## config.mk

```make
export PLATFORM = sky130hd
export DESIGN_NAME = bpc_i2c_regs
export DESIGN_NICKNAME = d
export VERILOG_FILES = /design/src/rtl/bpc_i2c_pkg.sv /design/src/rtl/bpc_i2c_sync.sv /design/src/rtl/bpc_i2c_engine.sv /design/src/rtl/bpc_reg_bank.sv /design/src/rtl/bpc_i2c_regs.sv
export SDC_FILE = /design/constraint.sdc
export NUM_CORES = 1
export LEC_CHECK = 0
export ABC_AREA = 1
export ABC_CLOCK_PERIOD_IN_PS = 1830
export BUFFER_PORTS_ARGS = -buffer_cell sky130_fd_sc_hd__buf_4
export CORE_ASPECT_RATIO = 1.4
export CORE_MARGIN = 1.5
export CORE_UTILIZATION = 45
export CTS_CLUSTER_DIAMETER = 60
export DETAILED_ROUTE_END_ITERATION = 16
export PLACE_DENSITY_LB_ADDON = 0.25
export SLEW_MARGIN = 25
export SYNTH_ARGS = -nofsm -noshare
export SYNTH_HDL_FRONTEND = slang
export SYNTH_SLANG_ARGS = --single-unit
```

## constraint.sdc

```tcl
create_clock -name clk -period 1.83 [get_ports clk]
set_input_delay 0.183 -clock clk [delete_from_list [all_inputs] [get_ports clk]]
set_output_delay 0.183 -clock clk [all_outputs]
set_load 0.01 [all_outputs]
```

## src/rtl/bpc_i2c_pkg.sv

```systemverilog
package bpc_i2c_pkg;

    typedef enum logic [3:0] {
        S_IDLE, S_ADDR, S_ADDR_ACK, S_PTR, S_PTR_ACK,
        S_WDAT, S_WDAT_ACK, S_RDAT, S_RDAT_ACK
    } xfer_state_e;

    typedef enum logic [1:0] {
        K_STATUS, K_CONFIG, K_NONE
    } reg_kind_e;

    typedef struct packed {
        logic scl_rise;
        logic scl_fall;
        logic start;
        logic stop;
        logic sda;
    } bus_evt_t;

    typedef struct packed {
        logic       en;
        logic [7:0] addr;
        logic [7:0] data;
    } wr_req_t;

    localparam logic [7:0] STATUS_ADDR = 8'h00;

    function automatic reg_kind_e kind_of(input logic [7:0] addr, input int unsigned n_cfg);
        if (addr == STATUS_ADDR)
            return K_STATUS;
        if ({24'd0, addr} <= n_cfg)
            return K_CONFIG;
        return K_NONE;
    endfunction

endpackage

```

## src/rtl/bpc_i2c_sync.sv

```systemverilog
module bpc_i2c_sync
    import bpc_i2c_pkg::*;
#(
    parameter int STAGES = 2
) (
    input  logic     clk,
    input  logic     rst,
    input  logic     scl_i,
    input  logic     sda_i,
    output bus_evt_t evt
);
    logic [STAGES-1:0] scl_sh, sda_sh;
    logic              scl_p, sda_p;
    logic              scl_s, sda_s;

    always_ff @(posedge clk) begin
        if (rst) begin
            scl_sh <= '1;
            sda_sh <= '1;
            scl_p  <= 1'b1;
            sda_p  <= 1'b1;
        end else begin
            scl_sh <= {scl_sh[STAGES-2:0], scl_i};
            sda_sh <= {sda_sh[STAGES-2:0], sda_i};
            scl_p  <= scl_sh[STAGES-1];
            sda_p  <= sda_sh[STAGES-1];
        end
    end

    assign scl_s = scl_sh[STAGES-1];
    assign sda_s = sda_sh[STAGES-1];

    always_comb begin
        evt.scl_rise = scl_s & ~scl_p;
        evt.scl_fall = ~scl_s & scl_p;
        evt.start    = scl_s & scl_p & sda_p & ~sda_s;
        evt.stop     = scl_s & scl_p & ~sda_p & sda_s;
        evt.sda      = sda_s;
    end
endmodule

```

## src/rtl/bpc_i2c_engine.sv

```systemverilog
module bpc_i2c_engine
    import bpc_i2c_pkg::*;
#(
    parameter logic [6:0] DEV_ADDR = 7'h2A
) (
    input  logic       clk,
    input  logic       rst,
    input  bus_evt_t   evt,
    input  logic [7:0] rd_byte,
    output logic       sda_oe,
    output wr_req_t    wr,
    output logic       rd_stb,
    output logic [7:0] ptr
);
    xfer_state_e st;
    logic [3:0]  cnt;
    logic [7:0]  sh, tx;
    logic        rw, mack;

    assign rd_stb = evt.scl_fall &&
                    ((st == S_ADDR_ACK && rw) || (st == S_RDAT_ACK && !mack));

    always_ff @(posedge clk) begin
        if (rst) begin
            st     <= S_IDLE;
            cnt    <= '0;
            sh     <= '0;
            tx     <= '0;
            rw     <= 1'b0;
            mack   <= 1'b1;
            sda_oe <= 1'b0;
            ptr    <= STATUS_ADDR;
            wr     <= '0;
        end else begin
            wr.en <= 1'b0;
            if (evt.start) begin
                st     <= S_ADDR;
                cnt    <= '0;
                sda_oe <= 1'b0;
            end else if (evt.stop) begin
                st     <= S_IDLE;
                sda_oe <= 1'b0;
            end else begin
                case (st)
                    S_ADDR, S_PTR, S_WDAT: begin
                        if (evt.scl_rise) begin
                            sh  <= {sh[6:0], evt.sda};
                            cnt <= cnt + 4'd1;
                        end else if (evt.scl_fall && cnt == 4'd8) begin
                            cnt <= '0;
                            if (st == S_ADDR) begin
                                if (sh[7:1] == DEV_ADDR && sh[7:1] != 7'd0) begin
                                    rw     <= sh[0];
                                    sda_oe <= 1'b1;
                                    st     <= S_ADDR_ACK;
                                end else begin
                                    st <= S_IDLE;
                                end
                            end else if (st == S_PTR) begin
                                ptr    <= sh;
                                sda_oe <= 1'b1;
                                st     <= S_PTR_ACK;
                            end else begin
                                wr.en   <= 1'b1;
                                wr.addr <= ptr;
                                wr.data <= sh;
                                sda_oe  <= 1'b1;
                                st      <= S_WDAT_ACK;
                            end
                        end
                    end
                    S_ADDR_ACK: if (evt.scl_fall) begin
                        cnt <= '0;
                        if (rw) begin
                            tx     <= rd_byte;
                            sda_oe <= ~rd_byte[7];
                            st     <= S_RDAT;
                        end else begin
                            sda_oe <= 1'b0;
                            st     <= S_PTR;
                        end
                    end
                    S_PTR_ACK, S_WDAT_ACK: if (evt.scl_fall) begin
                        cnt    <= '0;
                        sda_oe <= 1'b0;
                        st     <= S_WDAT;
                    end
                    S_RDAT: begin
                        if (evt.scl_rise) begin
                            cnt <= cnt + 4'd1;
                        end else if (evt.scl_fall) begin
                            if (cnt == 4'd8) begin
                                sda_oe <= 1'b0;
                                st     <= S_RDAT_ACK;
                            end else if (cnt != 4'd0) begin
                                sda_oe <= ~tx[3'd7 - cnt[2:0]];
                            end
                        end
                    end
                    S_RDAT_ACK: begin
                        if (evt.scl_rise) begin
                            mack <= evt.sda;
                        end else if (evt.scl_fall) begin
                            cnt <= '0;
                            if (!mack) begin
                                tx     <= rd_byte;
                                sda_oe <= ~rd_byte[7];
                                st     <= S_RDAT;
                            end else begin
                                sda_oe <= 1'b0;
                                st     <= S_IDLE;
                            end
                        end
                    end
                    default: st <= S_IDLE;
                endcase
            end
        end
    end
endmodule

```

## src/rtl/bpc_reg_bank.sv

```systemverilog
module bpc_reg_bank
    import bpc_i2c_pkg::*;
#(
    parameter int NUM_CFG = 3,
    parameter int STAT_W  = 4
) (
    input  logic                 clk,
    input  logic                 rst,
    input  wr_req_t              wr,
    input  logic                 rd_stb,
    input  logic [7:0]           rd_addr,
    input  logic                 sleep,
    input  logic [STAT_W-1:0]    cond,
    output logic [7:0]           rd_byte,
    output logic [NUM_CFG*8-1:0] cfg,
    output logic                 alert
);
    logic [NUM_CFG-1:0][7:0] cfg_q;
    logic [STAT_W-1:0]       stat_q;
    logic                    rd_clr;

    for (genvar g = 0; g < NUM_CFG; g++) begin : g_cfg
        always_ff @(posedge clk) begin
            if (rst)
                cfg_q[g] <= 8'h00;
            else if (wr.en && wr.addr == 8'(g + 1))
                cfg_q[g] <= wr.data;
        end
        assign cfg[g*8 +: 8] = cfg_q[g];
    end

    always_comb begin
        rd_byte = 8'h00;
        if (!sleep) begin
            case (kind_of(rd_addr, NUM_CFG))
                K_STATUS: rd_byte[STAT_W-1:0] = stat_q;
                K_CONFIG: begin
                    for (int k = 0; k < NUM_CFG; k++)
                        if (rd_addr == 8'(k + 1))
                            rd_byte = cfg_q[k];
                end
                default: rd_byte = 8'h00;
            endcase
        end
    end

    assign rd_clr = rd_stb && !sleep && kind_of(rd_addr, NUM_CFG) == K_STATUS;

    always_ff @(posedge clk) begin
        if (rst) begin
            stat_q <= '0;
            alert  <= 1'b0;
        end else if (rd_clr) begin
            stat_q <= cond;
            alert  <= |cond;
        end else begin
            stat_q <= stat_q | cond;
            if ((stat_q | cond) != stat_q)
                alert <= 1'b1;
        end
    end
endmodule

```

## src/rtl/bpc_i2c_regs.sv

```systemverilog
module bpc_i2c_regs
    import bpc_i2c_pkg::*;
#(
    parameter logic [6:0] DEV_ADDR = 7'h2A,
    parameter int         NUM_CFG  = 3,
    parameter int         STAT_W   = 4
) (
    input  logic                 clk,
    input  logic                 rst,
    input  logic                 scl_i,
    input  logic                 sda_i,
    output logic                 sda_oe_o,
    input  logic                 sleep_i,
    input  logic [STAT_W-1:0]    cond_i,
    output logic [NUM_CFG*8-1:0] cfg_o,
    output logic                 alert_low_o
);
    bus_evt_t   evt;
    wr_req_t    wr_bus;
    logic       rd_stb_w;
    logic [7:0] rd_byte_w;
    logic [7:0] ptr_w;
    logic       wr_en_w;

    assign wr_en_w = wr_bus.en;

    bpc_i2c_sync #(.STAGES(2)) u_sync (
        .clk   (clk),
        .rst   (rst),
        .scl_i (scl_i),
        .sda_i (sda_i),
        .evt   (evt)
    );

    bpc_i2c_engine #(.DEV_ADDR(DEV_ADDR)) u_eng (
        .clk     (clk),
        .rst     (rst),
        .evt     (evt),
        .rd_byte (rd_byte_w),
        .sda_oe  (sda_oe_o),
        .wr      (wr_bus),
        .rd_stb  (rd_stb_w),
        .ptr     (ptr_w)
    );

    bpc_reg_bank #(.NUM_CFG(NUM_CFG), .STAT_W(STAT_W)) u_bank (
        .clk     (clk),
        .rst     (rst),
        .wr      (wr_bus),
        .rd_stb  (rd_stb_w),
        .rd_addr (ptr_w),
        .sleep   (sleep_i),
        .cond    (cond_i),
        .rd_byte (rd_byte_w),
        .cfg     (cfg_o),
        .alert   (alert_low_o)
    );
endmodule

```

# Yosys cells after proc, flatten, opt, wreduce, memory -nomap -nowiden
# Index checks and enable logic that the tools add are counted.
[word_totals]
regBits = 87
input_bits = 9
out_inout_bits = 26
[classes]
add_sub_neg = 2
n_lt_le_gt_ge = 2
eq_ne = 42
n_mux = 69
bitwise = 21
reduce_logical = 39
[op_table]
columns = ["op", "n"]
rows = [
  ["8-bit two-way mux", 9],
  ["4-bit two-way mux", 17],
  ["8-bit by 2-bit == test with 1-bit output, second input constant", 4],
  ["1-bit two-way mux", 25],
  ["4-bit by 3-bit inequality test with 1-bit output, second input constant", 6],
  ["7-bit AND reduction", 3],
  ["4-bit case mux with 5 select lines", 1],
  ["2-bit two-way mux", 9],
  ["9-bit AND reduction", 2],
  ["17-bit two-way mux", 1],
  ["4-bit by 3-bit == test with 1-bit output, second input constant", 4],
  ["8-bit by 1-bit == test with 1-bit output, second input constant", 2],
  ["4-bit case mux with 4 select lines", 1],
  ["8-bit case mux with 2 select lines", 1],
  ["2-bit by 1-bit inequality test with 1-bit output, second input constant", 7],
  ["1-bit inverter", 13],
  ["4-bit inequality test, second input constant", 3],
  ["11-bit AND reduction", 1],
  ["1-bit logical AND", 10],
  ["2-bit inequality test, second input constant", 5],
  ["3-bit OR reduction", 3],
  ["4-bit by 2-bit == test with 1-bit output, second input constant", 2],
  ["4-bit == test, second input constant", 2],
  ["8-bit by 2-bit less-or-equal comparator with 1-bit output, second input constant", 1],
  ["other kinds (30)", 43],
]

# Depth between registers and ports, before layout
# Gate-level depths: netlist of the first run.
[depth]
ltp_word = 16
depth_mapped = 13

# Modules after synthesis
# From an unflattened synthesis of the first run, not the netlist that was laid out.
[unflattened]
cells_unflattened = 637
area_unflattened_um2 = 4376.7
[by_module_without_submodules]
columns = ["mod", "instances", "cells_each", "area_per_inst_um2", "seq_area_each_um2"]
rows = [
  ["bpc_i2c_engine", 1, 374, 2544.9, 1041.0],
  ["bpc_reg_bank", 1, 238, 1626.6, 580.6],
  ["bpc_i2c_sync", 1, 25, 205.2, 120.1],
]

# Worst setup path before layout of the first run
# Ideal clock, no wire load.
[synth_path]
path_kind = "register to register"
start = "reg u_eng.cnt[0]"
end = "reg u_eng.ptr[3]"
t_arrival_ns = 1.555
path_slack_ns = 0.156
stages_incl_launch_ff = 12
n_path_buf = 2
path_cell_list = "dfxtp_1 -> buf_2 -> inv_1 -> ha_1 -> nand2_1 -> nor2_2 -> nand2_2 -> nor2_1 -> inv_2 -> buf_2 -> o21ai_1 -> a21oi_1"
[synth_between]
elab_chain_len = 3
[synth_lines]
columns = ["element", "line", "rtl"]
rows = [
  ["from (decl)", "bpc_i2c_engine.sv:16", "logic [3:0] cnt;"],
  ["from (signal assigned)", "bpc_i2c_engine.sv:48", "cnt <= cnt + 4'd1;"],
  ["from (signal assigned)", "bpc_i2c_engine.sv:90", "cnt <= cnt + 4'd1;"],
  ["4-bit == test", "bpc_i2c_engine.sv:49", "end else if (evt.scl_fall && cnt == 4'd8) begin"],
  ["1-bit logical AND", "bpc_i2c_engine.sv:49", ""],
  ["7-bit AND reduction (no line)", "--", ""],
  ["to (signal assigned)", "bpc_i2c_engine.sv:60", "ptr <= sh;"],
  ["to (decl)", "bpc_i2c_engine.sv:13", "output logic [7:0] ptr"],
]
# No other way between the ends.
# A chain may end at the register's enable or synchronous reset.

# Worst setup path in the final report of the first run
[layout_path]
start = "reg u_eng.st[1]"
end = "reg u_eng.tx[0]"
[layout_between]
elab_chain_len = 3
elab_cells_between_ends = 10
cone_classes = "eq/ne (7); mux (1); reduce/logical (2)"
[layout_lines]
columns = ["element", "line", "rtl"]
rows = [
  ["from (decl)", "bpc_i2c_engine.sv:15", "xfer_state_e st;"],
  ["from (signal assigned)", "bpc_i2c_engine.sv:25", "st <= S_IDLE;"],
  ["from (signal assigned)", "bpc_i2c_engine.sv:37", "st <= S_ADDR;"],
  ["from (signal assigned)", "bpc_i2c_engine.sv:41", "st <= S_IDLE;"],
  ["4-bit by 2-bit == test with 1-bit output or 4-bit == test (tied branches)", "bpc_i2c_engine.sv:44", "case (st)"],
  ["2-bit by 1-bit inequality test with 1-bit output (no line) (tied with other cells)", "--", ""],
  ["8-bit AND reduction (no line)", "--", ""],
  ["to (signal assigned)", "bpc_i2c_engine.sv:75", "tx <= rd_byte;"],
  ["to (signal assigned)", "bpc_i2c_engine.sv:106", "tx <= rd_byte;"],
  ["to (decl)", "bpc_i2c_engine.sv:17", "logic [7:0] sh, tx;"],
]
# Parallel ways exist; a longest one is shown, timed or not.

==> results.md, run 1 <==
- Outcome: completed
- ANT nets after route: 0
- Total die area: 9331 um2
- Startpoint types: flop
- Core area: 8558 um2
- Syn Std Cell Area: 3939 um2
- IO buf count: 34
- Worst Max-Slew Pin Slew: 0.4653 ns
- Worst IR Drop VDD: 0.6079 mV
- Slowest stage delay, CP: 0.40 ns
- Most frequent cell after synthesis: dfxtp_1
- CTS Buffer Depth: 2
- Nets: 598
- Non-filler cells in the finished layout: 697
- Hold Vio Cnt, Final: 0
- Pwr dens: 997.3 nW/um2
- Max FO, Critical Path: 11
- Vias in the first global route: 3555
- FF+latch count, synth: 87
- Synth area leader: dfxtp_1
- Max Cap Viol: 0
- Initial antenna violation count: 0
- Initial detailed-routing violation count: 173
- Fillers: 836
- Cell Chain, Critical Path: inv_1 > nor2_1 > nand3_1 > nand2_1 > nand2_2 > nor2_2 > nand2_1 > a21oi_1
- Arr. time, crit path: 1.90 ns
- RSZ-0062 raised after global routing: no
- Layout cells sized above 1: 0.1672
- Syn_nets: 558
- CTS Root Cell: clkbuf_16
- Ys flop type: dfxtp_1
- Initial Utilization: 0.4602
- Max Slew Vio Count: 0
- CTS buffer count: 9
- Fmax: 0.6117 GHz
- Sequential-to-total area share from yosys stat: 0.4422
- Rel. slew slack: 0.6886
- Kind of end point of the critical path: flop
- IO Pins: 35
- Post-DP HPWL: 7353 um
- WP data required: 2.10 ns
- Slowest stage cell, crit path: dfxtp_1
- WL final: 9981 um
- Tightest Hold Check Type: in2reg
- GRT Total Usage: 0.2317
- Post-CTS Setup Bufs: 0
- Vias per cell: 5.362
- Top cells by area, synth: dfxtp_1 44%, nand2_1 8.1%, a21oi_1 7.0%
- Setup TNS: 0 ns
- Most frequent CP cell: nand2_1
- Setup clock skew after layout: 0.008068 ns
- Diodes inserted: 0
- Crit Path Category: reg2reg
- Rows: 40
- Top post-synthesis cells by count: 87 x dfxtp_1, 85 x nand2_1, 72 x nor2_1, 55 x a21oi_1, 52 x inv_1
- Htree depth: 3
- Critical path buffers and inverters: 1
- Average size of a mapped cell: 7.201 um2
- Tmin final: 1.635 ns
- Period utilization: 0.8934
- Synth-to-Final Area Change: 17.28%
- Synth unique cells: 33
- CTS tree: yes
- Post-CTS Resized: 0
- Inst Count DP: 681
- Die height: 113.7 um
- FFs w/ async S/R, synth: 0
- Number of remaining DRC errors: 0
- Pleak: 0.001974 uW
- Die W: 82.07 um
- Clk_lat worst skew: 0.34 ns
- WL per Instance: 14.32 um
- Detailed Routing Iterations Pass 1: 5
- Share of the synthesized area in the top cell type: 0.4422
- Mapped Cells: 547
- DR vias: 3737
- First-pass GRT wire length: 16490 um
- Post-synth EDFFs: 0
- Final setup fails: 0
- Clk sinks: 87
- Largest net degree at the start of global routing: 37
- Gr ovfl total: 0
- Largest delay share family, worst path: simple AND/OR/NAND/NOR gates
- Global placer's final weighted congestion: 0.8959
- Hold-fix buffers, CTS: 0
- Yosys warns: 0
- Clock-pin slew on the worst setup and hold paths: 0.06 ns
-- worst paths after layout --
kind,from,endpoint,slack (ns),depth (start not counted)
max,u_eng.st[1]$_SDFFE_PP0P_,u_eng.tx[0]$_SDFFE_PP0P_,0.20,8
min,sda_i,u_sync.sda_sh[0]$_SDFF_PP1_,0.03,2
max reg2reg,u_eng.st[1]$_SDFFE_PP0P_,u_eng.tx[0]$_SDFFE_PP0P_,0.20,8
min reg2reg,u_sync.scl_sh[0]$_SDFF_PP1_,u_sync.scl_sh[1]$_SDFF_PP1_,0.41,1
-- power breakdown --
group	total (uW)	internal, uW	switching (uW)
registers	2030	1960	66.1
logic	931	321	610
clock network	1650	920	730
total	4610	3200	1410
-- sequential cells by signal (all words and copies together), names as in the netlist, 2 cells and up --
register,count
u_eng.st,4
u_bank.stat_q,4
u_eng.cnt,4
u_eng.sh,8
u_eng.wr,17
u_eng.ptr,8
u_eng.tx,8
u_sync.scl_sh,2
u_sync.sda_sh,2
u_bank.cfg,24
-- area by class of cell --
cell class / instances / area (um2) / area share
clock buffers: 13 / 240.2 / 0.05200
clock inverters: 3 / 20.02 / 0.004334
inverters: 61 / 229.0 / 0.04957
multi-input cells: 380 / 1884 / 0.4079
flip-flops and latches: 87 / 1742 / 0.3770
well taps: 105 / 131.4 / 0.02844
repair buffers: 48 / 372.9 / 0.08072
-- worst register-to-register path: cells and delay by family (launching register included) --
family / cells / cell delay, ns
flops: 1 / 0.40
compound gates: 1 / 0.12
buf+inv: 1 / 0.10
simple gates: 6 / 0.96
-- per-layer routing --
layer,track usage,vias to the layer above,part of all wire
met5,0,-,0
met2,0.3945,70,0.50
li1,-,1894,-
met3,0.04640,26,0.030
met1,0.2733,1747,0.44
met4,0.1073,0,0.030
-- stage by stage --
stage / worst slack [ns] / total power (uW) / util / cell area (um2) / hold WS, ns
2_1_floorplan: 0.1556 / 2765 / - / 3939 / 0.2868
3_3_place_gp: 0.1079 / 2960 / 0.5085 / 4352 / 0.3676
3_5_place_dp: 0.09254 / 2978 / 0.5085 / 4352 / 0.3715
4_1_cts: 0.02772 / 4614 / 0.5389 / 4612 / 0.02089
5_1_grt: 0.006047 / 4857 / 0.5398 / 4619 / 0.02319
6_report: 0.1951 / 4607 / 0.5398 / 4619 / 0.02932
-- cell usage in the layout, fill, tap and decap left out, types with 4 or more instances in the layout --
| master | n |
|---|---|
| dfxtp_1 | 87 |
| nand2_1 | 84 |
| nor2_1 | 70 |
| a21oi_1 | 55 |
| inv_1 | 52 |
| nand3_1 | 49 |
| buf_4 | 47 |
| o21ai_0 | 44 |
| a211oi_1 | 13 |
| nand4_1 | 10 |
| nor2_2 | 9 |
| clkbuf_16 | 9 |
| nand2_2 | 8 |
| inv_2 | 7 |
| o21ai_1 | 5 |
| or2_2 | 5 |
| nor3_1 | 4 |
| clkbuf_1 | 4 |
-- cell families (layout without fill, tap and decap cells) --
group / after synthesis / count (layout) / synth area share
AND/OR/NAND/NOR: 250 / 250 / 0.2884
AO/OA/AOI/OAI: 127 / 127 / 0.1795
flip-flops: 87 / 87 / 0.4422
buffers and inverters: 80 / 125 / 0.08132
adder cells (fa/ha/maj): 2 / 2 / 0.006352
XOR/XNOR: 1 / 1 / 0.002224
No activity file was read; power rests on OpenSTA's default activity.
==> run 2, diff against run 1 <==
==> constraint.sdc (replaced) <==
create_clock -name clk -period 1.83 [get_ports clk]
set_input_delay 0.4575 -clock clk [delete_from_list [all_inputs] [get_ports clk]]
set_output_delay 0.4575 -clock clk [all_outputs]
set_load 0.01 [all_outputs]
==> run 2 against run 1 <==
  * Design area is essentially flat
  * Highest routed layer unchanged
  * Power shrank 0.63%
  * Critical path depth is the same
  * Via count shrank 2.2%
  * Combinational power grew 0.9%
  * Register-to-register slack is essentially flat
  * First-iteration DRC count shrank 2.3%
==> results.md, run 2 (synthesis results as in run 1) <==
- Outcome: completed
- Slowest stage delay, CP: 0.32 ns
- Total die area: 9331 um2
- Largest delay share family, worst path: simple AND/OR/NAND/NOR gates
- Max Cap Viol: 0
- Sw Pwr: 1397 uW
- Die W: 82.07 um
- Kind of end point of the critical path: flop
- Max FO, Critical Path: 13
- Slowest stage cell, crit path: dfxtp_1
- Fmax: 0.6115 GHz
- Synth-to-Final Area Change: 17.25%
- Diodes inserted: 0
- Initial Utilization: 0.4602
- Setup TNS: 0 ns
- Clk sinks: 87
- Area after DPL: 4352 um2
- CTS tree: yes
- Cell Chain, Critical Path: nor2_1 > and2_1 > buf_4 > nand3_1 > nand3_1 > a21oi_1 > nor2_1 > nor2_1
- Setup clock skew after layout: 0.006583 ns
- WL final: 9934 um
- CTS Buffer Depth: 2
- CTS Root Cell: clkbuf_16
- Largest net degree at the start of global routing: 47
- Initial detailed-routing violation count: 169
- Vias in the first global route: 3496
- CTS buffer count: 9
- Die height: 113.7 um
- GRT Total Usage: 0.2312
- Area of the multi-input gates: 1889 um2
- Fillers: 828
- Detailed Routing Iterations Pass 1: 5
- Nets: 598
- WL per Instance: 14.29 um
- Startpoint types: flop
- Rel. slew slack: 0.7071
- Period utilization: 0.8937
- Most frequent CP cell: nor2_1
- Global placer's final weighted congestion: 0.9291
- Fraction of power consumed by the clock network: 0.353
- Inst Count DP: 681
- Combinational Power Share: 0.205
- Non-filler cells in the finished layout: 695
- RSZ-0062 raised after global routing: no
- Rows: 40
- Gr ovfl total: 0
- Seq pwr share: 0.442
- Worst Max-Slew Pin Slew: 0.4378 ns
- Final setup fails: 0
- Most frequent cells in the layout: 87 x dfxtp_1, 84 x nand2_1, 70 x nor2_1, 55 x a21oi_1, 52 x inv_1
- Clock-pin slew on the worst setup and hold paths: 0.06 ns
- Max Slew Vio Count: 0
- DR vias: 3655
- Pleak: 0.001975 uW
- Final hold slack: 0.3080 ns
- Pwr dens: 991.2 nW/um2
- IO buf count: 34
- Htree depth: 3
- IO Pins: 35
- Register Area: 1742 um2
- Hold-fix buffers, CTS: 0
- WP data required: 2.06 ns
- Clk_lat worst skew: 0.34 ns
- Fin util: 0.5396
- Switching part of the total: 0.3053
- Hold Vio Cnt, Final: 0
- Post-DP HPWL: 7277 um
- Crit Path Category: reg2reg
- First-pass GRT wire length: 16550 um
- Layout cells sized above 1: 0.1695
- Most common cell after layout, fill and taps aside: dfxtp_1
- Tightest Hold Check Type: in2reg
- Initial antenna violation count: 0
- Tmin final: 1.635 ns
- ANT nets after route: 0
- Final Cell Area: 4618 um2
- Core area: 8558 um2
- Max reg flops: 24
- Cell-internal power: 3180 uW
- Number of remaining DRC errors: 0
- Vias per cell: 5.259
- Worst IR Drop VDD: 0.6254 mV
- Critical path buffers and inverters: 1
- Arr. time, crit path: 1.87 ns
==> run 2: changes by cell type in the layout (fill, tap and decap cells not counted) <==
cell,previous run,this run
clkinv_2,1,2
nor2_2,9,8
nor2_4,2,3
clkbuf_1,4,1
==> run 2: power by group through the flow <==
stage	clock (uW)	sequential, uW	combinational, uW
after floorplan	0	2060	706
after global placement	0	2060	896
after detailed placement	0	2060	909
after CTS	1650	2020	916
after global routing	1730	2040	1060
final	1610	2020	939
==> run 2: final cells by class <==
type,instances,share of cell area
Multi-Input combinational cell,380,0.4091
Timing Repair Buffer,48,0.08074
Tap cell,105,0.02845
Inverter,61,0.04958
Clock inverter,4,0.005419
Clock buffer,10,0.04958
Sequential cell,87,0.3771
==> run 2: worst reg2reg max path, delay by kind of cell, from the launching register on <==
kind / cells / cell delay (ns)
AO/OA/AOI/OAI: 1 / 0.12
buffers and inverters: 1 / 0.24
flip-flops: 1 / 0.32
AND/OR/NAND/NOR: 6 / 0.86
==> run 2: worst paths after layout <==
kind              slack [ns]  cells past startpoint                         from                     endpoint
setup reg to reg        0.19                      8    u_eng.ptr[6]$_SDFFE_PP0P_    u_eng.sda_oe$_SDFFE_PP0P_
setup / recovery        0.19                      8    u_eng.ptr[6]$_SDFFE_PP0P_    u_eng.sda_oe$_SDFFE_PP0P_
hold reg to reg         0.41                      1  u_sync.sda_sh[0]$_SDFF_PP1_  u_sync.sda_sh[1]$_SDFF_PP1_
hold / removal          0.31                      2                        sda_i  u_sync.sda_sh[0]$_SDFF_PP1_
==> run 2: per-stage QoR <==
step	setup slack, ns	total power, uW
after global placement	0.1267	2958
after floorplan	0.1556	2765
final	0.1946	4578
after CTS	0.07080	4588
after global routing	0.0009868	4828
after detailed placement	0.09716	2973
==> run 2: repair_timing <==
item,in CTS,in global routing
setup endpoints to repair,0,10
gates resized for setup,0,4
setup buffers,0,0
==> run 2: metal layers <==
layer,part of all wire,track usage
met1,0.43,0.2828
met2,0.50,0.3858
met3,0.040,0.03920
met4,0.035,0.1107
met5,0,0
==> run 3, diff against run 2 <==
- BUFFER_PORTS_ARGS: -buffer_cell sky130_fd_sc_hd__buf_4 -> -buffer_cell sky130_fd_sc_hd__buf_2
- CAP_MARGIN: default -> 10
==> run 3 against run 2 <==
  * Core utilization is 0.18 points higher
  * First-iteration DRC count is 24% higher
  * Critical path type unchanged
  * Critical endpoint is now u_eng.tx[3]$_SDFFE_PP0P_
  * Combinational power is 1% lower
  * Sequential power hardly changed
  * Largest cell class unchanged
  * Critical path depth stayed put
==> results.md, run 3 (synthesis results as in run 1) <==
- Arr. time, crit path: 1.93 ns
- Crit Path Category: reg2reg
- WL per Instance: 14.45 um
- Fillers: 827
- Nets: 601
- Setup clock skew after layout: 0.006250 ns
- R2R depth: 8
- Number of remaining DRC errors: 0
- CTS buffer count: 9
- IO Pins: 35
- Non-filler cells in the finished layout: 700
- CTS Buffer Depth: 2
- Critical path buffers and inverters: 1
- Synth-to-Final Area Change: 17.63%
- Post-DP HPWL: 7529 um
- Post-CTS Resized: 0
- CTS Root Cell: clkbuf_16
- Gr ovfl total: 0
- Most frequent CP cell: nand2_1
- Kind of end point of the critical path: flop
- Total die area: 9331 um2
- RSZ-0062 raised after global routing: no
- Fin util: 0.5414
- Die height: 113.7 um
- Global placer's final weighted congestion: 0.8991
- WP data required: 2.10 ns
- Slowest stage cell, crit path: dfxtp_1
- Largest delay share family, worst path: simple AND/OR/NAND/NOR gates
- Inst Count DP: 684
- Rel. slew slack: 0.7177
- Core area: 8558 um2
- Slowest stage delay, CP: 0.46 ns
- Worst IR Drop VDD: 0.6725 mV
- Vias per cell: 5.317
- First-pass GRT wire length: 16760 um
- Initial antenna violation count: 0
- FF-to-FF Start: u_eng.st[3]$_SDFFE_PP0P_
- Detailed Routing Iterations Pass 1: 5
- Most frequent cells in the layout: 87 x dfxtp_1, 85 x nand2_1, 69 x nor2_1, 55 x a21oi_1, 52 x inv_1
- Rows: 40
- Cell Chain, Critical Path: inv_2 > nor2_2 > nand3b_1 > nand2_1 > nand2_1 > nor2_1 > nand2_1 > a21oi_1
- Htree depth: 3
- IO buf count: 34
- Layout cells sized above 1: 0.1765
- Clk sinks: 87
- Clock-pin slew on the worst setup and hold paths: 0.06 ns
- Outcome: completed
- Final hold slack: 0.2981 ns
- Max reg flops: 24
- Min-delay src: sda_i
- Period utilization: 0.9077
- Post-CTS Setup Bufs: 0
- ANT nets after route: 0
- Pleak: 0.002023 uW
- Worst Hold Endpoint: u_sync.sda_sh[0]$_SDFF_PP1_
- Max Cap Viol: 0
- DR vias: 3722
- Initial Utilization: 0.4602
- Startpoint types: flop
- Final setup fails: 0
- WL final: 10120 um
- Reg-to-reg endpoint: u_eng.tx[3]$_SDFFE_PP0P_
- Pwr dens: 1062 nW/um2
- Power, Total: 4920 uW
- Diodes inserted: 0
- CTS tree: yes
- Setup TNS: 0 ns
- Worst Max-Slew Pin Slew: 0.4235 ns
- Tmin final: 1.661 ns
- Hold Vio Cnt, Final: 0
- Die W: 82.07 um
- Max Slew Vio Count: 0
- Most common cell after layout, fill and taps aside: dfxtp_1
- Vias in the first global route: 3565
- Initial detailed-routing violation count: 209
- Tightest Hold Check Type: in2reg
- Largest net degree at the start of global routing: 46
- Clk_lat worst skew: 0.34 ns
- R2R setup slack: 0.17 ns
- Max FO, Critical Path: 5
- Hold-fix buffers, CTS: 0
- GRT Total Usage: 0.2371
- Fmax: 0.6020 GHz
- Hold path depth: 2
-- run 3: cell type report --
type | instances | area, um2 | area share
multi-input combinational | 380 | 1884 | 0.4067
sequential | 87 | 1742 | 0.3759
timing repair buffer | 51 | 322.8 | 0.06967
clock buffer | 11 | 242.7 | 0.05239
inverter | 61 | 229.0 | 0.04942
tap | 105 | 131.4 | 0.02836
clock inverter | 5 | 81.33 | 0.01755
-- run 3: metal layers --
| metal | wire length [um] | vias up | global-route usage |
|---|---|---|---|
| met4 | 235 | 0 | 0.09831 |
| met3 | 340 | 19 | 0.05680 |
| met1 | 4393 | 1728 | 0.2855 |
| met5 | 0 | - | 0 |
| li1 | - | 1900 | - |
| met2 | 5147 | 75 | 0.3967 |
-- run 3: where the power goes --
group          leakage, uW  total [uW]  internal [uW]  switching (uW)
clock             0.000156        1970           1230             737
combinational      0.00116         927            315             612
sequential        0.000704        2020           1960            63.3
total              0.00202        4920           3510            1410
-- run 3: how the worst max path moves through the flow --
stage	slack, ns	to	depth (start not counted)	startpoint
floorplan	0.16	u_eng.ptr[3]$_SDFFE_PP0P_	11	u_eng.cnt[0]$_SDFFE_PP0P_
global route	0.02	u_eng.tx[1]$_SDFFE_PP0P_	8	u_eng.st[3]$_SDFFE_PP0P_
detailed placement	0.14	u_eng.ptr[0]$_SDFFE_PP0P_	9	u_eng.cnt[1]$_SDFFE_PP0P_
finish	0.17	u_eng.tx[3]$_SDFFE_PP0P_	8	u_eng.st[3]$_SDFFE_PP0P_
CTS	0.13	u_eng.ptr[0]$_SDFFE_PP0P_	9	u_eng.cnt[1]$_SDFFE_PP0P_
global placement	0.21	u_eng.tx[3]$_SDFFE_PP0P_	8	u_eng.st[3]$_SDFFE_PP0P_
-- run 3: stage by stage --
step | setup slack (ns) | area [um2]
detailed placement | 0.1419 | 4302
finish | 0.1689 | 4633
floorplan | 0.1556 | 3939
global placement | 0.2123 | 4302
CTS | 0.1288 | 4626
global route | 0.01688 | 4633
